### config.mk
export PLATFORM = sky130hd
export DESIGN_NAME = frame_scrubber
export DESIGN_NICKNAME = d
export VERILOG_FILES = /design/src/rtl/scrub_pkg.sv /design/src/rtl/scrub_crc.sv /design/src/rtl/scrub_store.sv /design/src/rtl/scrub_inj.sv /design/src/rtl/frame_scrubber.sv
export SDC_FILE = /design/constraint.sdc
export NUM_CORES = 2
export LEC_CHECK = 0
export BUFFER_PORTS_ARGS = -buffer_cell sky130_fd_sc_hd__buf_2
export CAP_MARGIN = 20
export CORE_MARGIN = 5
export CORE_UTILIZATION = 34
export CTS_CLUSTER_DIAMETER = 30
export DETAILED_ROUTE_END_ITERATION = 16
export GPL_ROUTABILITY_DRIVEN = 0
export MAX_ROUTING_LAYER = met4
export REMOVE_ABC_BUFFERS = 1
export SLEW_MARGIN = 10
export SYNTH_ARGS = -nofsm -noshare
export SYNTH_HDL_FRONTEND = slang
export SYNTH_SLANG_ARGS = --single-unit
### constraint.sdc
create_clock -name clk -period 5.75 [get_ports clk]
set_clock_uncertainty 0.15 [all_clocks]
set_input_delay 0.575 -clock clk [delete_from_list [all_inputs] [get_ports clk]]
set_output_delay 0.575 -clock clk [all_outputs]
set_load 0.005 [all_outputs]
### src/rtl/scrub_pkg.sv
package scrub_pkg;
  typedef enum logic [2:0] {
    S_IDLE,
    S_START,
    S_CHECK,
    S_SEARCH,
    S_FIX,
    S_RECHK
  } scrub_state_e;
endpackage

### src/rtl/scrub_crc.sv
module scrub_crc #(
  parameter int DW = 32,
  parameter int CW = 16,
  parameter logic [CW-1:0] POLY = 16'h1021
) (
  input  logic [DW-1:0] data,
  output logic [CW-1:0] crc
);
  // bit-serial CRC, MSB of data first, zero seed (linear in data)
  always_comb begin
    logic [CW-1:0] c;
    logic fb;
    c = '0;
    for (int i = DW - 1; i >= 0; i--) begin
      fb = c[CW-1] ^ data[i];
      c  = {c[CW-2:0], 1'b0};
      if (fb) c = c ^ POLY;
    end
    crc = c;
  end
endmodule

### src/rtl/scrub_store.sv
module scrub_store #(
  parameter int NFRAMES = 16,
  parameter int DW = 32,
  parameter int CW = 16,
  localparam int FAW = $clog2(NFRAMES)
) (
  input  logic           clk,
  input  logic           rst_n,
  input  logic           wr_en,
  input  logic [FAW-1:0] wr_addr,
  input  logic [DW-1:0]  wr_data,
  input  logic [CW-1:0]  wr_crc,
  input  logic           xw_en,
  input  logic [FAW-1:0] xw_addr,
  input  logic [DW-1:0]  xw_mask,
  input  logic [FAW-1:0] chk_addr,
  output logic [DW-1:0]  chk_data,
  output logic [CW-1:0]  chk_crc,
  input  logic [FAW-1:0] rd_addr,
  output logic [DW-1:0]  rd_data
);
  logic [DW-1:0] dat_q [NFRAMES];
  logic [CW-1:0] crc_q [NFRAMES];

  always_ff @(posedge clk or negedge rst_n) begin
    if (!rst_n) begin
      for (int f = 0; f < NFRAMES; f++) begin
        dat_q[f] <= '0;
        crc_q[f] <= '0;
      end
      rd_data <= '0;
    end else begin
      if (wr_en) begin
        dat_q[wr_addr] <= wr_data;
        crc_q[wr_addr] <= wr_crc;
      end else if (xw_en) begin
        dat_q[xw_addr] <= dat_q[xw_addr] ^ xw_mask;
      end
      rd_data <= dat_q[rd_addr];
    end
  end

  assign chk_data = dat_q[chk_addr];
  assign chk_crc  = crc_q[chk_addr];

  // loader writes and in-place flips never share a cycle
  p_write_excl_r2: assert property (@(posedge clk) disable iff (!rst_n)
    wr_en |-> !xw_en);
endmodule

### src/rtl/scrub_inj.sv
module scrub_inj #(
  parameter int IRW = 10,
  parameter logic [IRW-1:0] IR_CODE = 10'b00_0001_0101,
  parameter int INJW = 47,
  parameter int DW = 32,
  localparam int BIW = $clog2(DW),
  localparam int RSVW = INJW - 2 - BIW
) (
  input  logic           clk,
  input  logic           rst_n,
  input  logic           user_mode,
  input  logic           ir_wr,
  input  logic [IRW-1:0] ir_in,
  input  logic           dr_shift,
  input  logic           dr_tdi,
  input  logic           dr_update,
  input  logic           apply,
  output logic           pend,
  output logic [DW-1:0]  mask
);
  logic [IRW-1:0]  ir_q;
  logic [INJW-1:0] sr_q;
  logic            vld_q;
  logic            dbl_q;
  logic [BIW-1:0]  idx_q;
  logic            take;

  assign take = dr_update && user_mode && (ir_q == IR_CODE) &&
                (sr_q[RSVW-1:0] == '0);

  always_ff @(posedge clk or negedge rst_n) begin
    if (!rst_n) begin
      ir_q  <= '0;
      sr_q  <= '0;
      vld_q <= 1'b0;
      dbl_q <= 1'b0;
      idx_q <= '0;
    end else begin
      if (ir_wr) ir_q <= ir_in;
      if (dr_shift) sr_q <= {dr_tdi, sr_q[INJW-1:1]};
      if (take) begin
        vld_q <= sr_q[INJW-1];
        dbl_q <= sr_q[INJW-2];
        idx_q <= sr_q[INJW-3 -: BIW];
      end else if (apply) begin
        vld_q <= 1'b0;
      end
    end
  end

  assign pend = vld_q;

  always_comb begin
    if (!dbl_q)
      mask = DW'(1) << idx_q;
    else if (idx_q != BIW'(DW - 1))
      mask = DW'(3) << idx_q;
    else
      mask = '0;
  end

  // an update outside user mode leaves the armed request untouched
  p_update_ignored_r7: assert property (@(posedge clk) disable iff (!rst_n)
    (dr_update && !user_mode && !apply) |=> $stable(vld_q) && $stable(idx_q) && $stable(dbl_q));
  // a taken request is consumed once
  p_request_clears_r8: assert property (@(posedge clk) disable iff (!rst_n)
    (apply && !dr_update) |=> !vld_q);
endmodule

### src/rtl/frame_scrubber.sv
module frame_scrubber #(
  parameter int NFRAMES = 16,
  parameter int DW = 32,
  parameter int CW = 16,
  parameter logic [CW-1:0] POLY = 16'h1021,
  parameter int IRW = 10,
  parameter logic [IRW-1:0] IR_CODE = 10'b00_0001_0101,
  parameter int INJW = 47,
  localparam int FAW = $clog2(NFRAMES),
  localparam int NCAND = 2 * DW - 1,
  localparam int CIW = $clog2(NCAND)
) (
  input  logic           clk,
  input  logic           rst_n,
  input  logic           user_mode,
  input  logic           scrub_en,
  input  logic           cfg_valid,
  output logic           cfg_ready,
  input  logic [FAW-1:0] cfg_addr,
  input  logic [DW-1:0]  cfg_data,
  input  logic [FAW-1:0] rd_addr,
  output logic [DW-1:0]  rd_data,
  input  logic           tst_ir_wr,
  input  logic [IRW-1:0] tst_ir,
  input  logic           tst_shift,
  input  logic           tst_tdi,
  input  logic           tst_update,
  output logic           crc_err,
  output logic           uncorr,
  output logic           frame_done,
  output logic [FAW-1:0] frame_idx
);
  import scrub_pkg::*;

  localparam logic [CIW-1:0] LAST_CAND = CIW'(NCAND - 1);
  localparam logic [FAW-1:0] LAST_FRM  = FAW'(NFRAMES - 1);

  scrub_state_e   state, state_n;
  logic [FAW-1:0] ptr;
  logic [CIW-1:0] cand;
  logic [CW-1:0]  syn_q, syndrome;
  logic [DW-1:0]  pat, pat_q;
  logic [DW-1:0]  chk_data;
  logic [CW-1:0]  chk_crc, calc_crc, pat_crc, wr_crc;
  logic           wr_en;
  logic           xw_en;
  logic [FAW-1:0] xw_addr;
  logic [DW-1:0]  xw_mask;
  logic           inj_pend, inj_apply;
  logic [DW-1:0]  inj_mask;
  logic           fin, fin_err, fin_unc, load_syn, cand_inc, take_pat;
  logic           err_q, unc_q, done_q;
  logic [FAW-1:0] idx_q;

  assign cfg_ready = !user_mode;
  assign wr_en     = cfg_valid && cfg_ready;

  scrub_crc #(.DW(DW), .CW(CW), .POLY(POLY)) u_crc_wr  (.data(cfg_data), .crc(wr_crc));
  scrub_crc #(.DW(DW), .CW(CW), .POLY(POLY)) u_crc_chk (.data(chk_data), .crc(calc_crc));
  scrub_crc #(.DW(DW), .CW(CW), .POLY(POLY)) u_crc_pat (.data(pat),      .crc(pat_crc));

  scrub_store #(.NFRAMES(NFRAMES), .DW(DW), .CW(CW)) u_store (
    .clk(clk), .rst_n(rst_n),
    .wr_en(wr_en), .wr_addr(cfg_addr), .wr_data(cfg_data), .wr_crc(wr_crc),
    .xw_en(xw_en), .xw_addr(xw_addr), .xw_mask(xw_mask),
    .chk_addr(ptr), .chk_data(chk_data), .chk_crc(chk_crc),
    .rd_addr(rd_addr), .rd_data(rd_data)
  );

  scrub_inj #(.IRW(IRW), .IR_CODE(IR_CODE), .INJW(INJW), .DW(DW)) u_inj (
    .clk(clk), .rst_n(rst_n), .user_mode(user_mode),
    .ir_wr(tst_ir_wr), .ir_in(tst_ir),
    .dr_shift(tst_shift), .dr_tdi(tst_tdi), .dr_update(tst_update),
    .apply(inj_apply), .pend(inj_pend), .mask(inj_mask)
  );

  assign syndrome = calc_crc ^ chk_crc;

  // candidate error pattern: singles first, then adjacent pairs
  always_comb begin
    if (cand < CIW'(DW))
      pat = DW'(1) << cand;
    else
      pat = DW'(3) << (cand - CIW'(DW));
  end

  always_comb begin
    state_n   = state;
    fin       = 1'b0;
    fin_err   = 1'b0;
    fin_unc   = 1'b0;
    load_syn  = 1'b0;
    cand_inc  = 1'b0;
    take_pat  = 1'b0;
    xw_en     = 1'b0;
    xw_addr   = ptr;
    xw_mask   = pat_q;
    inj_apply = 1'b0;
    if (!user_mode) begin
      state_n = S_IDLE;
    end else begin
      case (state)
        S_IDLE: state_n = S_START;
        S_START: begin
          if (inj_pend) begin
            inj_apply = 1'b1;
            xw_en     = 1'b1;
            xw_addr   = '0;
            xw_mask   = inj_mask;
          end else begin
            state_n = S_CHECK;
          end
        end
        S_CHECK: begin
          if (syndrome == '0) begin
            fin = 1'b1;
          end else if (scrub_en) begin
            load_syn = 1'b1;
            state_n  = S_SEARCH;
          end else begin
            fin     = 1'b1;
            fin_err = 1'b1;
          end
        end
        S_SEARCH: begin
          if (pat_crc == syn_q) begin
            take_pat = 1'b1;
            state_n  = S_FIX;
          end else if (cand == LAST_CAND) begin
            fin     = 1'b1;
            fin_err = 1'b1;
            fin_unc = 1'b1;
          end else begin
            cand_inc = 1'b1;
          end
        end
        S_FIX: begin
          xw_en   = 1'b1;
          state_n = S_RECHK;
        end
        S_RECHK: begin
          fin     = 1'b1;
          fin_err = (syndrome != '0);
          fin_unc = (syndrome != '0);
        end
        default: state_n = S_IDLE;
      endcase
      if (fin) state_n = S_START;
    end
  end

  always_ff @(posedge clk or negedge rst_n) begin
    if (!rst_n) begin
      state  <= S_IDLE;
      ptr    <= '0;
      cand   <= '0;
      syn_q  <= '0;
      pat_q  <= '0;
      done_q <= 1'b0;
      err_q  <= 1'b0;
      unc_q  <= 1'b0;
      idx_q  <= '0;
    end else begin
      state  <= state_n;
      done_q <= fin;
      if (load_syn) begin
        syn_q <= syndrome;
        cand  <= '0;
      end else if (cand_inc) begin
        cand <= cand + 1'b1;
      end
      if (take_pat) pat_q <= pat;
      if (fin) begin
        err_q <= fin_err;
        unc_q <= fin_unc;
        idx_q <= ptr;
        ptr   <= (ptr == LAST_FRM) ? '0 : ptr + 1'b1;
      end
      if (!user_mode) ptr <= '0;
    end
  end

  assign crc_err    = err_q;
  assign uncorr     = unc_q;
  assign frame_done = done_q;
  assign frame_idx  = idx_q;

  // expected-order tracker for the sweep property
  logic [FAW-1:0] exp_idx;
  always_ff @(posedge clk or negedge rst_n) begin
    if (!rst_n) exp_idx <= '0;
    else if (!user_mode) exp_idx <= '0;
    else if (frame_done) exp_idx <= (exp_idx == LAST_FRM) ? '0 : exp_idx + 1'b1;
  end

  // completion strobe lasts one cycle
  p_done_pulse_r3: assert property (@(posedge clk) disable iff (!rst_n)
    frame_done |=> !frame_done);
  // completions come in ascending, wrapping frame order
  p_sweep_order_r3: assert property (@(posedge clk) disable iff (!rst_n)
    frame_done |-> frame_idx == exp_idx);
  // status only moves together with the strobe
  p_status_hold_r5: assert property (@(posedge clk) disable iff (!rst_n)
    (!$stable(crc_err) || !$stable(uncorr)) |-> frame_done);
  // uncorrectable always reported as an error
  p_unc_err_r12: assert property (@(posedge clk) disable iff (!rst_n)
    uncorr |-> crc_err);
  // candidate search stays within the pattern list
  p_cand_range_r12: assert property (@(posedge clk) disable iff (!rst_n)
    (state == S_SEARCH) |-> cand <= LAST_CAND);
  // a repair write is only reached from a syndrome match
  p_fix_from_match_r10: assert property (@(posedge clk) disable iff (!rst_n)
    (state == S_FIX) |-> $past(state) == S_SEARCH);
endmodule

# Yosys cells after proc, flatten, opt, wreduce, memory -nomap -nowiden

Cells that the tools add are included.

Register bits after elaboration: 932
Output and inout port bits: 40
Input bits: 59
Word-level logic and storage cells: 454

Equality and inequality tests: 16
Magnitude comparators: 7
Muxes and demuxes: 170
Add/sub/neg operators: 3
Bitwise logic cells: 192
Reduce and logical (&&, ||, !) cells: 15
Shifts and indexed selects: 4

Operators with widths:

| cell                   | count |
|---|---|
| $mux W13               | 96 |
| $bwmux W512            | 2 |
| $mux W512              | 2 |
| $mux W32               | 14 |
| $bmux W32 S4           | 3 |
| $not A3 Y3             | 93 |
| $bwmux W256            | 1 |
| $demux W32 S4          | 2 |
| $xor A1 B1 Y1          | 84 |
| $bmux W16 S4           | 1 |
| $demux W16 S4          | 1 |
| $mux W16               | 3 |
| $logic_not A40 Y1      | 1 |
| $shl A1 B5 Y32 const A | 1 |
| $shl A1 B6 Y32 const A | 1 |
| $shl A2 B5 Y32 const A | 1 |
| $shl A2 B6 Y32 const A | 1 |
| $xor A32 B32 Y32       | 1 |
| $mux W1                | 26 |
| $mux W4                | 6 |
| $ge A5 B5 Y1 const B   | 4 |
| $not A4 Y5             | 4 |
| $mux W3                | 6 |
| $pmux W3 S6            | 1 |
| other kinds (28)       | 52 |

# Depth between registers and ports, before layout

Depth in word-level cells: 75
Mapped depth: 24
Mapped depth without buffers: 15

# By module

Synthesis repeated with hierarchy kept, for this count alone.

Cells, all modules: 4527
Area, all modules: 56295.2 um^2

Modules (own cells, without submodules):

| module         | instances | area an instance (um^2) | sequential area each (um^2) | cells each |
|---|---|---|---|---|
| scrub_store    | 1         | 46434.5                 | 20019.2                     | 3648 |
| frame_scrubber | 1         | 3971.3                  | 1701.6                      | 443 |
| scrub_crc      | 3         | 1011.0                  | 0.0                         | 71 |
| scrub_inj      | 1         | 2856.5                  | 1601.5                      | 223 |

# Worst setup path after synthesis

Ideal clock, no wire load.

Path kind: register -> register
From: register cand[2]
To: register idx_q[0] (netlist: frame_idx[0])
Clock period less this slack: 5126 ps
Stages on the path, launching flop included: 18
Setup time: 125 ps
Required time: 5475 ps
Arrival: 4851 ps
Path slack: 624 ps
Path buffers: 2
Path through: dfrtp_1 -> clkbuf_1 -> inv_1 -> clkbuf_1 -> ha_1 -> xor2_1 -> o21ai_1 -> nand4_1 -> a21oi_1 -> xor2_1 -> xor3_1 -> xor3_1 -> and4b_1 -> a211oi_1 -> o31ai_1 -> and3_1 -> nor4_4 -> mux2_4

Longest elaborated chain between the ends: 40
Elaborated cells on any way between the ends: 102
Those cells by class: add/sub: 1; order compare: 1; eq/ne: 2; shift: 2; mux: 38; bitwise: 58

RTL lines:

| item                        | RTL line              | text |
|---|---|---|
| start: declaration          | frame_scrubber.sv:40  | `logic [CIW-1:0] cand;` |
| start signal: assignment    | frame_scrubber.sv:170 | `cand <= cand + 1'b1;` |
| $sub A6 B6 Y6               | frame_scrubber.sv:84  | `pat = DW'(3) << (cand - CIW'(DW));` |
| $shl A2 B6 Y32              | frame_scrubber.sv:84  |  |
| $mux W32                    | frame_scrubber.sv:81  | `if (cand < CIW'(DW))` |
| $xor A1 B1 Y1               | scrub_crc.sv:15       | `fb = c[CW-1] ^ data[i];` |
| $mux W13 (5 in series)      | scrub_crc.sv:17       | `if (fb) c = c ^ POLY;` |
| $not A3 Y3 (no source line) | -                     |  |
| $mux W13 (7 in series)      | scrub_crc.sv:17       |  |
| $not A3 Y3 (no source line) | -                     |  |
| [8 not listed]              | -                     |  |
| $mux W13 (7 in series)      | scrub_crc.sv:17       |  |
| $not A3 Y3 (no source line) | -                     |  |
| $mux W13                    | scrub_crc.sv:17       |  |
| $eq A16 B16 Y1              | frame_scrubber.sv:126 | `if (pat_crc == syn_q) begin` |
| $mux W1 *                   | frame_scrubber.sv:126 |  |
| $pmux W1 S3 *               | frame_scrubber.sv:102 | `case (state)` |
| $mux W1 * (2 in series)     | frame_scrubber.sv:99  | `if (!user_mode) begin` |
| via fin                     | frame_scrubber.sv:51  | `logic fin, fin_err, fin_unc, load_syn, cand_inc, take_pat;` |
| end signal: assignment      | frame_scrubber.sv:176 | `idx_q <= ptr;` |
| end: declaration            | frame_scrubber.sv:53  | `logic [FAW-1:0] idx_q;` |

The timed path passes the listed nets; every way through them passes the cells marked *. The select of a mux whose other input is x is not followed.
A chain may end at the register's enable or synchronous reset.

# Worst setup path after layout

From: register ptr[1]
To: register ptr[2]

Longest elaborated chain between the ends: 43
Elaborated cells on any way between the ends: 109
Those cells by class: add/sub: 1; eq/ne: 2; mux: 45; bitwise: 60; reduce/logical: 1

RTL lines:

| item                                         | RTL line                             | text |
|---|---|---|
| start: declaration                           | frame_scrubber.sv:39                 | `logic [FAW-1:0] ptr;` |
| start signal: assignment                     | frame_scrubber.sv:177                | `ptr <= (ptr == LAST_FRM) ? '0 : ptr + 1'b1;` |
| $not A4 Y5 (not written as such)             | scrub_store.sv:43, scrub_store.sv:44 |  |
| $bmux W32 S4                                 | scrub_store.sv:43                    | `assign chk_data = dat_q[chk_addr];` |
| $mux W32 (not written as such) (2 in series) | scrub_store.sv:43                    |  |
| $xor A1 B1 Y1                                | scrub_crc.sv:15                      |  |
| $mux W13 (5 in series)                       | scrub_crc.sv:17                      |  |
| $not A3 Y3 (no source line)                  | -                                    |  |
| $mux W13 (7 in series)                       | scrub_crc.sv:17                      |  |
| $not A3 Y3 (no source line)                  | -                                    |  |
| [15 not listed]                              | -                                    |  |
| $not A3 Y3 (no source line)                  | -                                    |  |
| $mux W13                                     | scrub_crc.sv:17                      |  |
| $xor A16 B16 Y16                             | frame_scrubber.sv:77                 | `assign syndrome = calc_crc ^ chk_crc;` |
| $logic_not A16 Y1                            | frame_scrubber.sv:115                | `if (syndrome == '0) begin` |
| $mux W1                                      | frame_scrubber.sv:115                |  |
| $pmux W1 S3                                  | frame_scrubber.sv:102                |  |
| $mux W1 (2 in series)                        | frame_scrubber.sv:99                 |  |
| $ne A2 B1 Y1 (no source line)                | -                                    |  |

Several ways; a longest one is shown, not always the timed one. The select of a mux whose other input is x is not followed.

==> results by group <==
Layout
  – NumNets Final: 6207
  – Area of the multi-input gates: 31100 um2
  – Area Growth Syn to Fin: 24.0%
  – Reg area: 23300 um2
  – Filler cell count in the final layout: 15700
  – Layout cells sized above 1: 21.5%
  – Final non-filler cell total: 8556

Synthesis
  – Yosys top cell area share: 41.2%
  – Synth area leader: dfrtp_1
  – Flops & latches, synth: 932
  – Post-synthesis mux area share: 16.7%
  – Synth cell count leaders: nand2_1 (957), dfrtp_1 (932), o21ai_0 (868)
  – Simple-gate share of the synthesized area: 11.7%
  – Synth Area in XOR/XNOR: 4.71%
  – Largest family of logic cells by synthesized area: compound AO/OA/AOI/OAI gates
  – Ys Warns: 0
  – Top-count cell post-synth: nand2_1
  – Post-synthesis instance total: 6022
  – Adder and majority cell fraction of the synthesized area: 0.243%
  – Seq/Total Area, Yosys: 41.2%
  – Post-synth EDFFs: 0
  – Area contributors post-synth: dfrtp_1 (41%), mux4_2 (9.6%), o21ai_0 (7.7%)
  – Post-synthesis compound-gate area fraction: 20.8%
  – FFs w/ async S/R, synth: 100%
  – Synth unique cells: 96
  – Synth Cell Area: 56600 um2
  – Post-Syn Area per Cell: 9.40 um2
  – Main flop type after synthesis: dfrtp_1

Drt
  – DR vias: 54400
  – Final ANT Viol Nets: 0
  – Drt wl/cell: 29.5 um
  – Routed WL: 253000 um
  – Drt initial violations: 8458
  – DRC: 0
  – Post-DR vias/cell: 6.35
  – First-pass detailed-route iteration total: 7

STA
  – Period minus WS final: 5840 ps
  – Final WS setup: -94.3 ps
  – Final setup violation count: 1
  – Final Max Tran Viols: 0
  – Fmax: 171 MHz
  – Fin. Hold Viols: 0
  – Worst rel slew slack: 18.9%
  – Measured slew at the worst slew-check pin: 1220 ps
  – Final period utilization: 102%

Floorplanning
  – Initial Util: 34.3%
  – Die height: 418 um
  – IO Count: 99
  – Cell Rows: 149
  – Die area: 175000 um2
  – Core area: 165000 um2
  – Die Wd: 418 um

Worst setup path
  – Critical path startpoint category: flip-flop
  – Max Fanout on Critical Path: 24
  – Setup crit end kind: flip-flop
  – Worst Reg-to-Reg Cells: 15
  – R2r startpoint: ptr[1]
  – Worst EP required: 6290 ps
  – Critical path arrival: 6380 ps
  – Minimum setup slack among reg-to-reg paths: -90 ps
  – Crit path kind: reg -> reg
  – RR Endpoint: ptr[2]

Pwr
  – Total power: 45.6 mW
  – Pwr per Cell Area: 649 nW/um2
  – Psw: 17.7 mW
  – Sequential Power Share: 20.2%
  – Clock share of power: 31.9%
  – Peak supply drop: 1.49 mV
  – Sw Ratio: 38.8%
  – Comb pwr share: 47.9%
  – Leakage: 28.0 nW
  – Internal: 27.9 mW

GRT
  – GRT Overall Usage: 28.8%
  – Largest net degree at the start of global routing: 181
  – Total grt overflow: 0
  – Number of global-route vias before repair: 52400
  – First-pass GRT wire length: 364000 um
  – Initial antenna violation count: 24

CTS
  – Clk pin slew, worst setup/hold paths: 50 ps
  – Worst-Skew Late Latency: 870 ps
  – CTS Root Cell: clkbuf_16
  – CTS Sinks: 932
  – TritonCTS clock tree: built
  – CTS Buffer Depth: 3
  – H-tree levels: 4
  – TritonCTS buffer count: 240

Run
  – # Max-Cap Violations: 0

Placement
  – Placed Cells: 8049
  – IO Port Bufs: 98
  – Worst slack at placement: -133 ps
  – HPWL after detailed placement: 154000 um

Run status
  – Status: complete, but fails checks
  – Failing checks: negative setup slack

Hold path
  – Min-Delay Path Depth: 3
  – Worst Hold Path EP: u_store.dat_q[270]
  – Worst min path class: in -> reg
  – Hold Startpoint: cfg_data[14]
[power by group through the flow]
stage	Combinational, mW	Sequential, mW	Clock [mW]
6_report	21.9	9.19	14.5
4_1_cts	21.3	9.14	14.6
2_1_floorplan	11.6	9.05	0
5_1_grt	22.9	9.32	15.0
3_5_place_dp	21.2	9.21	0
3_3_place_gp	21.0	9.15	0
[worst max-delay path by stage]
stage,from,endpoint
2_1_floorplan,ptr[0],u_store.dat_q[237]
3_3_place_gp,ptr[0],syn_q[13]
3_5_place_dp,ptr[0],syn_q[4]
4_1_cts,ptr[0],ptr[2]
5_1_grt,ptr[0],ptr[2]
6_report,ptr[1],ptr[2]
[area by class of cell]
class,instances,area share [%]
multi-input combinational,4451,44.3
sequential,932,33.3
clock buffer,308,9.50
timing repair buffer,481,5.71
tap,2189,3.90
clock inverter,146,3.11
inverter,31,0.166
antenna,18,0.0642
[cells in the final DEF (no fill, tap or decap), types with 19 or more instances in the layout]
cell and n:
a211oi_1 27, a21oi_1 416, a221oi_1 23, a22oi_1 356, and3_1 19, buf_12 38, buf_2 94, buf_4 319
bufinv_16 43, clkbuf_1 30, clkbuf_16 242, clkbuf_8 36, clkinv_2 42, clkinvlp_4 29, dfrtp_1 928, dlygate4sd3_1 22
inv_1 28, mux2_2 126, mux2i_1 238, mux4_2 241, nand2_1 953, nand2b_1 28, nand3_1 46, nor2_1 348
nor2b_1 25, nor3_1 46, o211ai_1 22, o21ai_0 866, o221ai_1 86, o22ai_1 40, xnor2_1 143, xor2_1 76
[metrics by stage]
stage	setup TNS (ps)	hold WS [ps]	area [um2]	utilization, %
floorplan	-8047550	129	54100	-
detailed placement	-1900	315	60900	36.9
global placement	-1670	306	60800	36.8
CTS	0	10.6	69900	42.3
global route	-0.978	65.9	70200	42.5
finish	-94.3	71.1	70200	42.5
[repair_timing]
| action | 4_1_cts | 5_1_grt |
|---|---|---|
| pin swaps | 0 | 3 |
| endpoints found under the hold margin | 78 | 0 |
| gates resized for setup | 2 | 10 |
| setup endpoints to repair | 17 | 25 |
| buffers inserted | 0 | 9 |
| hold buffers | 22 | 0 |
[critical path: stages, from the launching register on]
cell,delay (ps)
dfrtp_4,610
buf_12,230
or2_2,510
o221ai_1,300
a21oi_1,60
nor2_1,440
xnor2_2,150
buf_4,190
xnor2_1,230
xnor3_1,540
xor2_4,180
xnor3_1,440
or3_4,410
o211a_4,260
nor4b_2,360
mux2i_2,560
[routing by layer]
metal | wire [um] | vias up | GRT usage, %
met3 | 34200 | 1181 | 10.1
met1 | 92500 | 26700 | 35.2
met5 | 0 | - | -
met2 | 104000 | 4279 | 39.3
met4 | 21800 | 0 | 20.4
li1 | - | 22200 | -
[state kept, by name, indices dropped and copies added, names as in the netlist]
register         count
cand                 6
crc_err              1
frame_done           1
frame_idx            4
pat_q               32
ptr                  4
state                3
syn_q               16
u_inj.dbl_q          1
u_inj.idx_q          5
u_inj.ir_q          10
u_inj.pend           1
u_inj.sr_q          47
u_store.crc_q      256
u_store.dat_q      512
u_store.rd_data     32
uncorr               1
[cells by family (layout without fill, tap and decap cells)]
group	Yosys count	in the layout
buffers and inverters	639	966
adder cells (fa/ha/maj)	11	11
AND/OR/NAND/NOR	1595	1595
multiplexers	620	620
flip-flops	932	932
XOR/XNOR	254	254
other	0	18
AO/OA/AOI/OAI	1971	1971
No activity file was read; power rests on OpenSTA's default activity.
